==> config.mk <==
export PLATFORM = sky130hd
export DESIGN_NAME = tokfab_top
export DESIGN_NICKNAME = d
export VERILOG_FILES = /design/src/rtl/tokfab_pkg.sv /design/src/rtl/tokfab_channel.sv /design/src/rtl/tokfab_fire.sv /design/src/rtl/tokfab_top.sv
export SDC_FILE = /design/constraint.sdc
export NUM_CORES = 1
export LEC_CHECK = 0
export ABC_AREA = 1
export BUFFER_PORTS_ARGS = -buffer_cell sky130_fd_sc_hd__buf_4
export CAP_MARGIN = 20
export CORE_UTILIZATION = 50
export CTS_CLUSTER_SIZE = 14
export DETAILED_ROUTE_END_ITERATION = 7
export PLACE_DENSITY = 0.68
export SLEW_MARGIN = 20
export SYNTH_ARGS = -nofsm -noshare
export SYNTH_HDL_FRONTEND = slang
export SYNTH_SLANG_ARGS = --single-unit
==> constraint.sdc <==
create_clock -name clk -period 6.2 [get_ports clk]
set_input_delay 0.31 -clock clk [delete_from_list [all_inputs] [get_ports clk]]
set_output_delay 0.31 -clock clk [all_outputs]
set_load 0.05 [all_outputs]
==> src/rtl/tokfab_pkg.sv <==
package tokfab_pkg;
    localparam int MAX_LAT = 8;

    typedef logic [2:0] ptr_t;
    typedef logic [3:0] cnt_t;
    typedef logic [2:0] wait_t;

    function automatic ptr_t ptr_next(ptr_t p, int lat);
        return (p == ptr_t'(lat - 1)) ? ptr_t'(0) : ptr_t'(p + ptr_t'(1));
    endfunction
endpackage

==> src/rtl/tokfab_channel.sv <==
module tokfab_channel
    import tokfab_pkg::*;
#(
    parameter int           W         = 8,
    parameter int           LAT       = 2,
    parameter int           N_INIT    = 0,
    parameter logic [W-1:0] INIT_BASE = '0
) (
    input  logic         clk,
    input  logic         rst_n,
    input  logic         wr_en,
    input  logic [W-1:0] wr_data,
    output logic         full,
    input  logic         rd_en,
    output logic         rd_valid,
    output logic [W-1:0] rd_data
);
    typedef struct packed {
        logic [LAT-1:0][W-1:0]  data;
        logic [LAT-1:0]         vld;
        logic [LAT-1:0][2:0]    wt;
        ptr_t                   rd_ptr;
        ptr_t                   wr_ptr;
        cnt_t                   count;
    } chan_s;

    chan_s s_q, s_d;
    logic         head_ok;
    logic [W-1:0] head_data;
    logic         is_full;
    logic         do_pop;
    logic         do_push;

    function automatic chan_s reset_state();
        chan_s s;
        s = '0;
        for (int i = 0; i < LAT; i++) begin
            if (i < N_INIT) begin
                s.data[i] = INIT_BASE + W'(i);
                s.vld[i]  = 1'b1;
            end
        end
        s.wr_ptr = ptr_t'(N_INIT % LAT);
        s.count  = cnt_t'(N_INIT);
        return s;
    endfunction

    always_comb begin
        s_d       = s_q;
        head_ok   = 1'b0;
        head_data = '0;
        for (int i = 0; i < LAT; i++) begin
            if (s_q.rd_ptr == ptr_t'(i)) begin
                head_ok   = s_q.vld[i] && (s_q.wt[i] == wait_t'(0));
                head_data = s_q.data[i];
            end
        end
        is_full = (s_q.count == cnt_t'(LAT));
        do_pop  = rd_en && head_ok;
        do_push = wr_en && !is_full;

        for (int i = 0; i < LAT; i++) begin
            if (s_q.vld[i] && (s_q.wt[i] != wait_t'(0))) begin
                s_d.wt[i] = s_q.wt[i] - wait_t'(1);
            end
            if (do_pop && (s_q.rd_ptr == ptr_t'(i))) begin
                s_d.vld[i] = 1'b0;
            end
            if (do_push && (s_q.wr_ptr == ptr_t'(i))) begin
                s_d.data[i] = wr_data;
                s_d.vld[i]  = 1'b1;
                s_d.wt[i]   = wait_t'(LAT - 1);
            end
        end

        if (do_pop) begin
            s_d.rd_ptr = ptr_next(s_q.rd_ptr, LAT);
        end
        if (do_push) begin
            s_d.wr_ptr = ptr_next(s_q.wr_ptr, LAT);
        end
        if (do_push && !do_pop) begin
            s_d.count = s_q.count + cnt_t'(1);
        end else if (do_pop && !do_push) begin
            s_d.count = s_q.count - cnt_t'(1);
        end
    end

    always_ff @(posedge clk or negedge rst_n) begin
        if (!rst_n) begin
            s_q <= reset_state();
        end else begin
            s_q <= s_d;
        end
    end

    assign full     = is_full;
    assign rd_valid = head_ok;
    assign rd_data  = head_data;

    AST_NO_OVERFLOW: assert property (@(posedge clk) disable iff (!rst_n)
        s_q.count <= cnt_t'(LAT));
    AST_DROP_WHEN_FULL: assert property (@(posedge clk) disable iff (!rst_n)
        (full && wr_en && !rd_en) |=> $stable(s_q.count));
    AST_TAKE_EMPTY_NOP: assert property (@(posedge clk) disable iff (!rst_n)
        (rd_en && !rd_valid && !wr_en) |=> $stable(s_q.count));

    generate
        if (LAT > 1) begin : g_lat_chk
            AST_NO_EARLY_READ: assert property (@(posedge clk) disable iff (!rst_n)
                (s_q.count == cnt_t'(0) && wr_en) |=> !rd_valid);
        end
    endgenerate
endmodule

==> src/rtl/tokfab_fire.sv <==
module tokfab_fire #(
    parameter int N_IN  = 2,
    parameter int N_OUT = 1
) (
    input  logic [N_IN-1:0]  in_ready,
    input  logic [N_OUT-1:0] out_full,
    output logic             fire
);
    always_comb begin
        fire = (&in_ready) && !(|out_full);
    end
endmodule

==> src/rtl/tokfab_top.sv <==
module tokfab_top
    import tokfab_pkg::*;
#(
    parameter int           W      = 8,
    parameter int           LAT_A  = 3,
    parameter int           LAT_B  = 1,
    parameter int           LAT_O  = 2,
    parameter int           INIT_A = 1,
    parameter int           INIT_B = 0,
    parameter int           INIT_O = 1,
    parameter logic [W-1:0] BASE_A = 8'h10,
    parameter logic [W-1:0] BASE_B = 8'h20,
    parameter logic [W-1:0] BASE_O = 8'h30
) (
    input  logic         clk,
    input  logic         rst_n,
    input  logic         a_wr,
    input  logic [W-1:0] a_data,
    output logic         a_full,
    input  logic         b_wr,
    input  logic [W-1:0] b_data,
    output logic         b_full,
    input  logic         o_take,
    output logic         o_valid,
    output logic [W-1:0] o_data,
    output logic         fire
);
    logic         a_rdy, b_rdy, o_full;
    logic [W-1:0] a_head, b_head, sum_d;
    logic         fire_w;

    tokfab_channel #(.W(W), .LAT(LAT_A), .N_INIT(INIT_A), .INIT_BASE(BASE_A)) u_chan_a (
        .clk(clk), .rst_n(rst_n), .wr_en(a_wr), .wr_data(a_data), .full(a_full),
        .rd_en(fire_w), .rd_valid(a_rdy), .rd_data(a_head));

    tokfab_channel #(.W(W), .LAT(LAT_B), .N_INIT(INIT_B), .INIT_BASE(BASE_B)) u_chan_b (
        .clk(clk), .rst_n(rst_n), .wr_en(b_wr), .wr_data(b_data), .full(b_full),
        .rd_en(fire_w), .rd_valid(b_rdy), .rd_data(b_head));

    tokfab_fire #(.N_IN(2), .N_OUT(1)) u_fire (
        .in_ready({b_rdy, a_rdy}), .out_full(o_full), .fire(fire_w));

    always_comb begin
        sum_d = a_head + b_head;
    end

    tokfab_channel #(.W(W), .LAT(LAT_O), .N_INIT(INIT_O), .INIT_BASE(BASE_O)) u_chan_o (
        .clk(clk), .rst_n(rst_n), .wr_en(fire_w), .wr_data(sum_d), .full(o_full),
        .rd_en(o_take), .rd_valid(o_valid), .rd_data(o_data));

    assign fire = fire_w;

    AST_FIRE_ALL_READY: assert property (@(posedge clk) disable iff (!rst_n)
        fire |-> (a_rdy && b_rdy && !o_full));
    AST_HOLD_A: assert property (@(posedge clk) disable iff (!rst_n)
        (!fire && a_rdy) |=> (a_rdy && $stable(a_head)));
    AST_HOLD_B: assert property (@(posedge clk) disable iff (!rst_n)
        (!fire && b_rdy) |=> (b_rdy && $stable(b_head)));
endmodule

Word level (Yosys, flattened, before mapping)
Index checks and enable logic that the tools add are counted.
{ "word_totals": {"reg_bits": 102, "input_bits": 21, "output_inout_bits": 12, "elab_cells": 182} }
{ "op_classes": {"n_eq_ne": 9, "muxes": 47, "add_sub_neg": 19, "reduce_logical": 80} }
{ "ops": {"columns": ["operator", "n"], "rows": [
  ["2-to-1 mux 3 bit", 17],
  ["2-to-1 mux 8 bit", 6],
  ["logical AND 1 bit", 37],
  ["zero test 3 bit", 12],
  ["nonzero test 2 bit", 15],
  ["2-to-1 mux 4 bit", 7],
  ["adder 3 x 1 -> 3 bit, second input constant", 6],
  ["nonzero test 3 bit", 6],
  ["subtractor 3 x 1 -> 3 bit, second input constant", 6],
  ["2-to-1 mux 1 bit", 17],
  ["adder 4 x 1 -> 4 bit, second input constant", 3],
  ["equality test 3 x 1 -> 1 bit, second input constant", 4],
  ["subtractor 4 x 1 -> 4 bit, second input constant", 3],
  ["zero test 1 bit", 9],
  ["adder 8 bit", 1],
  ["equality test 4 x 2 -> 1 bit, second input constant", 2],
  ["equality test 3 x 2 -> 1 bit, second input constant", 2],
  ["equality test 4 x 1 -> 1 bit, second input constant", 1],
  ["AND reduction 2 bit", 1]
]} }

Depth between registers and ports, before layout
Gate-level depths: netlist of the first run.
{ "logic_depth": {"ltp_word": 12, "depth_mapped": 18, "mapped_depth_nobuf": 17} }

Modules after synthesis
A second synthesis of the first run with hierarchy kept.
{ "hier_totals": {"cells_unflattened": 701, "hier_area_um2": 5921.9} }
{ "by_module_without_submodules": {"columns": ["mod", "seq_area_each_um2", "cells_per_inst", "area_per_inst_um2", "instances"], "rows": [
  ["tokfab_channel at u_chan_a", 1156.1, 271, 2571.2, 1],
  ["tokfab_channel at u_chan_o", 857.1, 219, 1770.4, 1],
  ["tokfab_channel at u_chan_b", 550.5, 149, 1208.7, 1],
  ["tokfab_top", 0.0, 60, 361.6, 1],
  ["tokfab_fire", 0.0, 2, 10.0, 1]
]} }

Worst setup path after synthesis of the first run
No wires, ideal clock.
{ "synth_timing": {"path_type": "reg-to-reg", "start": "reg u_chan_o.s_q[7] (netlist name)", "end": "reg u_chan_o.s_q[3] (netlist name)", "t_arrival_ns": 2.481, "required_time_ns": 6.076, "slack_ns": 3.595, "setup_time_ns": 0.124, "period_less_slack_ns": 2.605, "stages_incl_launch_ff": 13, "path_buffers": 0, "cell_sequence": "dfrtp_1 nor3_1 nand3_1 nand2_1 nand2_1 ha_1 inv_1 ha_1 a21oi_1 nand2_1 a21oi_1 o21ai_0 xnor2_1"} }
{ "synth_via": {"elab_chain_len": 7, "word_cells_on_any_way": 10, "classes_between": "eq/ne (1); mux (3); reduce/logical (6)"} }
{ "synth_rtl": {"columns": ["item", "line", "rtl"], "rows": [
  ["start, declared", "tokfab_channel.sv:27", "chan_s s_q, s_d;"],
  ["start signal, assigned", "tokfab_channel.sv:91", "s_q <= reset_state();"],
  ["zero test 3 bit", "tokfab_channel.sv:53", "if (s_q.rd_ptr == ptr_t'(i)) begin"],
  ["2-to-1 mux 1 bit", "tokfab_channel.sv:53", null],
  ["2-to-1 mux 1 bit (*)", "tokfab_channel.sv:53", null],
  ["named net o_valid", "tokfab_top.sv:24", "output logic o_valid,"],
  ["logical AND 1 bit (*)", "tokfab_channel.sv:59", "do_pop = rd_en && head_ok;"],
  ["zero test 1 bit", "tokfab_channel.sv:82", "if (do_push && !do_pop) begin"],
  ["logical AND 1 bit", "tokfab_channel.sv:82", null],
  ["2-to-1 mux 4 bit / nonzero test 2 bit (equally long branches)", null, null]
]} }
The timed path passes the listed nets; every way through them passes the cells marked *.
A chain may end at the register's enable or synchronous reset.

Worst setup path in the final report of the first run
{ "layout_timing": {"start": "reg u_chan_a.s_q[13] (netlist name)", "end": "reg u_chan_o.s_q[3] (netlist name)"} }
{ "layout_via": {"elab_chain_len": 10, "word_cells_on_any_way": 12, "classes_between": "mux (3); reduce/logical (9)"} }
{ "layout_rtl": {"columns": ["item", "line", "rtl"], "rows": [
  ["start, declared", "tokfab_channel.sv:27", null],
  ["start signal, assigned", "tokfab_channel.sv:91", null],
  ["zero test 3 bit (*)", "tokfab_channel.sv:54", "head_ok = s_q.vld[i] && (s_q.wt[i] == wait_t'(0));"],
  ["logical AND 1 bit (*)", "tokfab_channel.sv:54", null],
  ["2-to-1 mux 1 bit (*) (2 in a row)", "tokfab_channel.sv:53", null],
  ["AND reduction 2 bit (*)", "tokfab_fire.sv:10", "fire = (&in_ready) && !(|out_full);"],
  ["logical AND 1 bit (*)", "tokfab_fire.sv:10", null],
  ["logical AND 1 bit (*)", "tokfab_channel.sv:60", "do_push = wr_en && !is_full;"],
  ["named net u_chan_o.do_push", "tokfab_channel.sv:32", "logic do_push;"],
  ["zero test 1 bit", "tokfab_channel.sv:84", "end else if (do_pop && !do_push) begin"],
  ["logical AND 1 bit", "tokfab_channel.sv:84", null],
  ["nonzero test 2 bit (no source line)", null, null]
]} }
Marks and branches as above.

==> results.cfg, run 1 <==
[logic_synthesis]
syn_nets = 692
synthTopCellsByCount = nand2_1, inv_1, dfrtp_1
syn_inst = 636
synth_edf_count = 0
ys_warn_count = 0
ys_seq_elements = 102
seq_area_frac_synth = 0.483
netlist.top_cell.by_area = dfrtp_1
yosys-top-cells-area = dfrtp_1, nand2_1, inv_1
yosysUniqueCellTypes = 34
synthArstFlopShare = 1.00
yosysMostFrequentCell = nand2_1
synth_top_flop_cell = dfrtp_1
syn_area_um2 = 5310
synth_area_per_cell_um2 = 8.35
synth_top_area_frac = 0.438

[job]
max_cap_violations = 0

[timing]
skew_ps = 11.5
setup_viol = 0
drv_slew = 0
fmax_mhz = 370
hold_viol_final = 0
rsz0062_at_grt = false
min_period_ps = 2700
setup_tns_ps = 0
fin_crit_sh = 0.436
tightestPinTransition_ps = 883
timing.slew.headroom = 0.411

[floorplan]
start_util = 0.514
io_pins = 33
dieWidth_um = 105
num_rows = 37
die_h_um = 105
die_area_um2 = 11000
core-area_um2 = 10300

[pwr]
leakagePower_nw = 3.16
total_power_w = 0.00344
power_density_nw_per_um2 = 581
ir_worst_vdd_v = 0.000249

[final_layout]
layout.nets = 721
diodes = 0
synthToLayoutAreaGrowth_pct = 11.4
seq_area_um2 = 2560
multiInputGateArea_um2 = 2240
drive_gt1_frac = 0.115
fillers = 934

[place]
port_buffers = 32
dpl.hpwl_um = 7280
gp_congestion = 0.769

[grt]
groute.usage.overall = 0.204
antenna_found_initial = 0
grt_start_max_net_pins = 72
grt-ovfl-total = 0
grt_pass1_wl_um = 17900
grt_pass1_vias = 3905

[critical_path]
critPathKind = register to register
r2r_slack_ps = 3500
path_max_fanout = 12
critPathArrivalTime_ps = 2960
required_ps = 6450
start_kind = register
endpoint_kind = register

[detailed_routing]
final_antenna_net_count = 0
drt-initial-drc-count = 268
first_pass_iters = 5
num_vias = 4024
wire_per_inst_um = 12.6
vias_per_cell = 4.99
wirelength_um = 10200
route.detailed.drc = 0

[cts]
htreeDepth = 3
cts_tree = done
postCtsSetupBuffers = 0
clkTransAtPathRegs_ps = 90
clk-insertion-delay-late_ps = 370
cts_made_buffers = 9
cts_root_buffer = clkbuf_8
cts_buffer_depth = 2
clock_sink_count = 102

[outcome]
status = complete, no violations

[min_path]
min_path_type = input pin to register
metrics by stage:
step	setup WS, ps	hold slack [ps]	instances	instance area (um2)	utilization
detailed placement	3530	281	789	5660	0.548
finish	3500	187	806	5910	0.573
global route	3280	177	806	5910	0.573
floorplan	3600	14.4	636	5310	-
CTS	3520	172	806	5910	0.573
global placement	3620	279	789	5660	0.548
logic make-up after synthesis:
logic type | share of synthesized area
compound gates | 0.0989
buf+inv | 0.0964
flops | 0.483
mux | 0.00424
xor+xnor | 0.0280
simple gates | 0.203
fa+ha+maj | 0.0867
report_power, final:
group | total, W | switching [W] | internal (W)
logic | 0.00177 | 0.00112 | 0.000652
registers | 0.00116 | 0.000181 | 0.000976
clock network | 0.000510 | 0.000219 | 0.000291
total | 0.00344 | 0.00152 | 0.00192
area by class of cell:
class / count / share of cell area
sequential: 102 / 0.433
multi-input combinational: 402 / 0.378
inverter: 116 / 0.0740
timing repair buffer: 34 / 0.0436
tap: 136 / 0.0288
clock buffer: 13 / 0.0269
clock inverter: 3 / 0.0152
cell usage in the layout, fill, tap and decap left out, drive strengths merged, types with 8 or more instances in the layout:
cell type	count
dfstp	9
ha	32
buf	33
inv	116
xnor2	9
clkbuf	13
nor2	45
nand3	48
a21oi	17
o21ai	67
nand2	144
xor2	8
dfrtp	93
worst max-delay path: stages, from the launching register on:
cell and delay [ps]:
dfrtp_1 350, inv_1 60, ha_1 200, ha_1 200, nand2_1 70, inv_1 40, nand3_1 80, nand3_2 110
nand2_4 200, inv_4 90, ha_1 200, inv_1 130, ha_1 290, a21oi_1 140, nand2_1 80, a21oi_1 110
o21ai_0 110, xnor2_1 130
flip-flops by register name (all words and copies together), names as in the netlist:
signal and count:
u_chan_a.s_q 46, u_chan_b.s_q 22, u_chan_o.s_q 34
what timing repair did:
item / CTS / global route
endpoints found under the hold margin: 28 / 0
gates resized for setup: 0 / 0
hold buffers: 1 / 0
endpoints found under the setup margin: 0 / 0
layer usage:
metal,vias up,wire (um),track usage
li1,2052,-,-
met1,1900,4850,0.272
met2,58,4830,0.333
met3,14,306,0.0424
met4,0,185,0.0704
met5,-,0,0
final timing paths:
kind	from	to	cells past startpoint
worst max-delay path	u_chan_a.s_q[13]	u_chan_o.s_q[3]	17
worst min-delay path	b_data[0]	u_chan_b.s_q[14]	3
worst max register to register	u_chan_a.s_q[13]	u_chan_o.s_q[3]	17
worst min register to register	u_chan_b.s_q[9]	u_chan_b.s_q[9]	0
max in group asynchronous	rst_n	u_chan_a.s_q[3]	3
min in group asynchronous	rst_n	u_chan_o.s_q[12]	2
Note: power is estimated with default switching activity, not from simulation.
==> run 2: changes to the inputs <==
--- a/config.mk
+++ b/config.mk
@@ -5,7 +5,7 @@
 export SDC_FILE = /design/constraint.sdc
 export NUM_CORES = 1
 export LEC_CHECK = 0
-export ABC_AREA = 1
+export ABC_AREA = 0
 export BUFFER_PORTS_ARGS = -buffer_cell sky130_fd_sc_hd__buf_4
 export CAP_MARGIN = 20
 export CORE_UTILIZATION = 50
==> constraint.sdc (replaced) <==
create_clock -name clk -period 2.7 [get_ports clk]
set_input_delay 0.135 -clock clk [delete_from_list [all_inputs] [get_ports clk]]
set_output_delay 0.135 -clock clk [all_outputs]
set_load 0.05 [all_outputs]
==> run 2 against run 1 <==
Net effect: first-iteration DRC count decreased by 65%; synthesized cell count decreased by 27%; fmax increased by 1.6%; global-route usage decreased by 1.8 points; routed wire length decreased by 5.8%; critical path type unchanged; largest cell class unchanged.
==> results.cfg, run 2 <==
[logic_synthesis]
synth_edf_count = 0
syn_nets = 519
synth_area_per_cell_um2 = 11.2
synthTopCellsByCount = dfrtp_1, nor2_1, mux2_2
synthArstFlopShare = 1.00
yosysUniqueCellTypes = 41
yosys-top-cells-area = dfrtp_1, mux2_2, ha_1
seq_area_frac_synth = 0.494
ys_warn_count = 0
syn_inst = 463
synth_top_flop_cell = dfrtp_1
netlist.top_cell.by_area = dfrtp_1
ys_seq_elements = 102
syn_area_um2 = 5190
synth_top_area_frac = 0.448
yosysMostFrequentCell = dfrtp_1

[timing]
timing.slew.headroom = 0.584
rsz0062_at_grt = true
skew_ps = 12.3
tightestPinTransition_ps = 624
fmax_mhz = 376
setup_viol = 0
min_period_ps = 2660
timing.final.ws_setup_ps = 37.5
fin_crit_sh = 0.986
hold_viol_final = 0
drv_slew = 0
setup_tns_ps = 0

[place]
port_buffers = 32
dpl.hpwl_um = 6810
dp_cells = 636
detailedPlace.worstSlack_ps = -57.9
gp_congestion = 0.757

[grt]
grt_start_max_net_pins = 62
grt_pass1_vias = 3345
antenna_found_initial = 0
groute.usage.overall = 0.186
grt_pass1_wl_um = 16000
grt-ovfl-total = 0

[final_layout]
largest_register_ffs = 46
top_register = u_chan_a.s_q
layout_commonest_cell = dfrtp_1
utilization = 0.625
reg_top3 = u_chan_a.s_q x46, u_chan_o.s_q x34, u_chan_b.s_q x22
layout.nets = 587
fillers = 800
drive_gt1_frac = 0.299
layout_common_cells = dfrtp_1, buf_4, nor2_1
diodes = 0
synthToLayoutAreaGrowth_pct = 19.3
instances_no_fill = 669

[critical_path]
endpoint_kind = register
critPathKind = register to register
cp_slowest_cell = dfrtp_1
required_ps = 2960
path_max_fanout = 4
critPathArrivalTime_ps = 2920
crit_path_frequent_cell = ha_4
cpLargestDelayFamily = adder cells
cpPeakStageDelay_ps = 400
path_buf_inv = 3
start_kind = register
path_cells = inv_2 > ha_4 > ha_4 > a21oi_2 > nor2_2 > a31oi_2 > nor4_4 > inv_1 > ha_2 > inv_2 > ha_4 > a21o_1 > a21oi_2 > xnor2_1 > nor2_1 > xor2_1

[detailed_routing]
first_pass_iters = 5
final_antenna_net_count = 0
drt-initial-drc-count = 93
route.detailed.drc = 0
wirelength_um = 9580
vias_per_cell = 5.09
wire_per_inst_um = 14.3
num_vias = 3407

[outcome]
status = complete, no violations

[pwr]
leakagePower_nw = 2.89
power_frac_clock = 0.121
switchingPower_w = 0.00317
total_power_w = 0.00796
ir_worst_vdd_v = 0.000610
seqPwrFrac = 0.343
p_int_w = 0.00479
swShare = 0.399
combPwrFrac = 0.536
power_density_nw_per_um2 = 1290

[cts]
cts_buffer_depth = 2
cts_made_buffers = 9
clk-insertion-delay-late_ps = 370
clkTransAtPathRegs_ps = 100
htreeDepth = 3
clock_sink_count = 102
cts_root_buffer = clkbuf_8
cts_tree = done

[job]
max_cap_violations = 0

[floorplan]
num_rows = 36
die_h_um = 104
die_area_um2 = 10800
io_pins = 33
core-area_um2 = 9910
start_util = 0.524
dieWidth_um = 104

[min_path]
min_path_type = input pin to register
[run 2: changes by cell type in the layout (fill, tap and decap cells not counted), sizes merged, moves of 9 or more]
cell and change:
nand3 -42, mux2 +51, xnor2 +14, and2 +9
nand2 -123, mux2i +16, o21ai -48, dlygate4sd3 +11
inv -81, buf +28, nand2b +12
[run 2: cell families after synthesis]
family,count (synthesis),synth area share
AND/OR/NAND/NOR,118,0.116
flip-flops,102,0.494
multiplexers,69,0.146
AO/OA/AOI/OAI,59,0.0658
buffers and inverters,51,0.0412
adder cells (fa/ha/maj),35,0.0887
XOR/XNOR,29,0.0489
[run 2: per-layer routing]
layer / wire, um / track usage / share of wire
met1: 4700 / 0.256 / 0.49
met2: 4530 / 0.301 / 0.47
met3: 232 / 0.0376 / 0.024
met4: 106 / 0.0520 / 0.011
met5: 0 / 0 / 0
[run 2: layout make-up]
type / count / area, um2 / share of cell area
timing repair buffer: 73 / 598 / 0.0965
clock buffer: 12 / 145 / 0.0234
sequential: 102 / 2560 / 0.414
multi-input combinational: 310 / 2540 / 0.410
clock inverter: 4 / 47.5 / 0.00767
tap: 133 / 166 / 0.0269
inverter: 35 / 134 / 0.0216
[run 2: metrics by stage]
stage | hold WS (ps) | area (um2)
after floorplan | -161 | 5270
after global placement | 155 | 5790
after detailed placement | 160 | 5790
after CTS | 0.741 | 6080
after global routing | 3.29 | 6200
final | 11.2 | 6200
[run 2: worst paths after layout]
kind                                    end  cells past startpoint             start  slack [ps]
max in group asynchronous   u_chan_o.s_q[4]                      3             rst_n        1640
setup / recovery            u_chan_a.s_q[3]                     16  u_chan_a.s_q[11]          40
hold / removal             u_chan_a.s_q[44]                      2         a_data[6]          10
hold reg to reg             u_chan_o.s_q[9]                      0   u_chan_o.s_q[9]         400
min in group asynchronous  u_chan_a.s_q[32]                      2             rst_n         290
setup reg to reg            u_chan_a.s_q[3]                     16  u_chan_a.s_q[11]          40
[run 2: power by group through the flow]
stage	clock network, W	registers (W)	logic [W]
2_1_floorplan	0	0.00262	0.00318
3_3_place_gp	0	0.00271	0.00402
3_5_place_dp	0	0.00274	0.00416
4_1_cts	0.000992	0.00272	0.00422
5_1_grt	0.00105	0.00282	0.00479
6_report	0.000964	0.00273	0.00427
[run 2: repair_timing]
item | in CTS | in global routing
pin swaps | 2 | 4
resized for setup | 5 | 11
endpoints found under the setup margin | 5 | 17
cloned | 0 | 0
hold endpoints to repair | 41 | 8
setup buffers | 2 | 3
hold buffers | 6 | 6
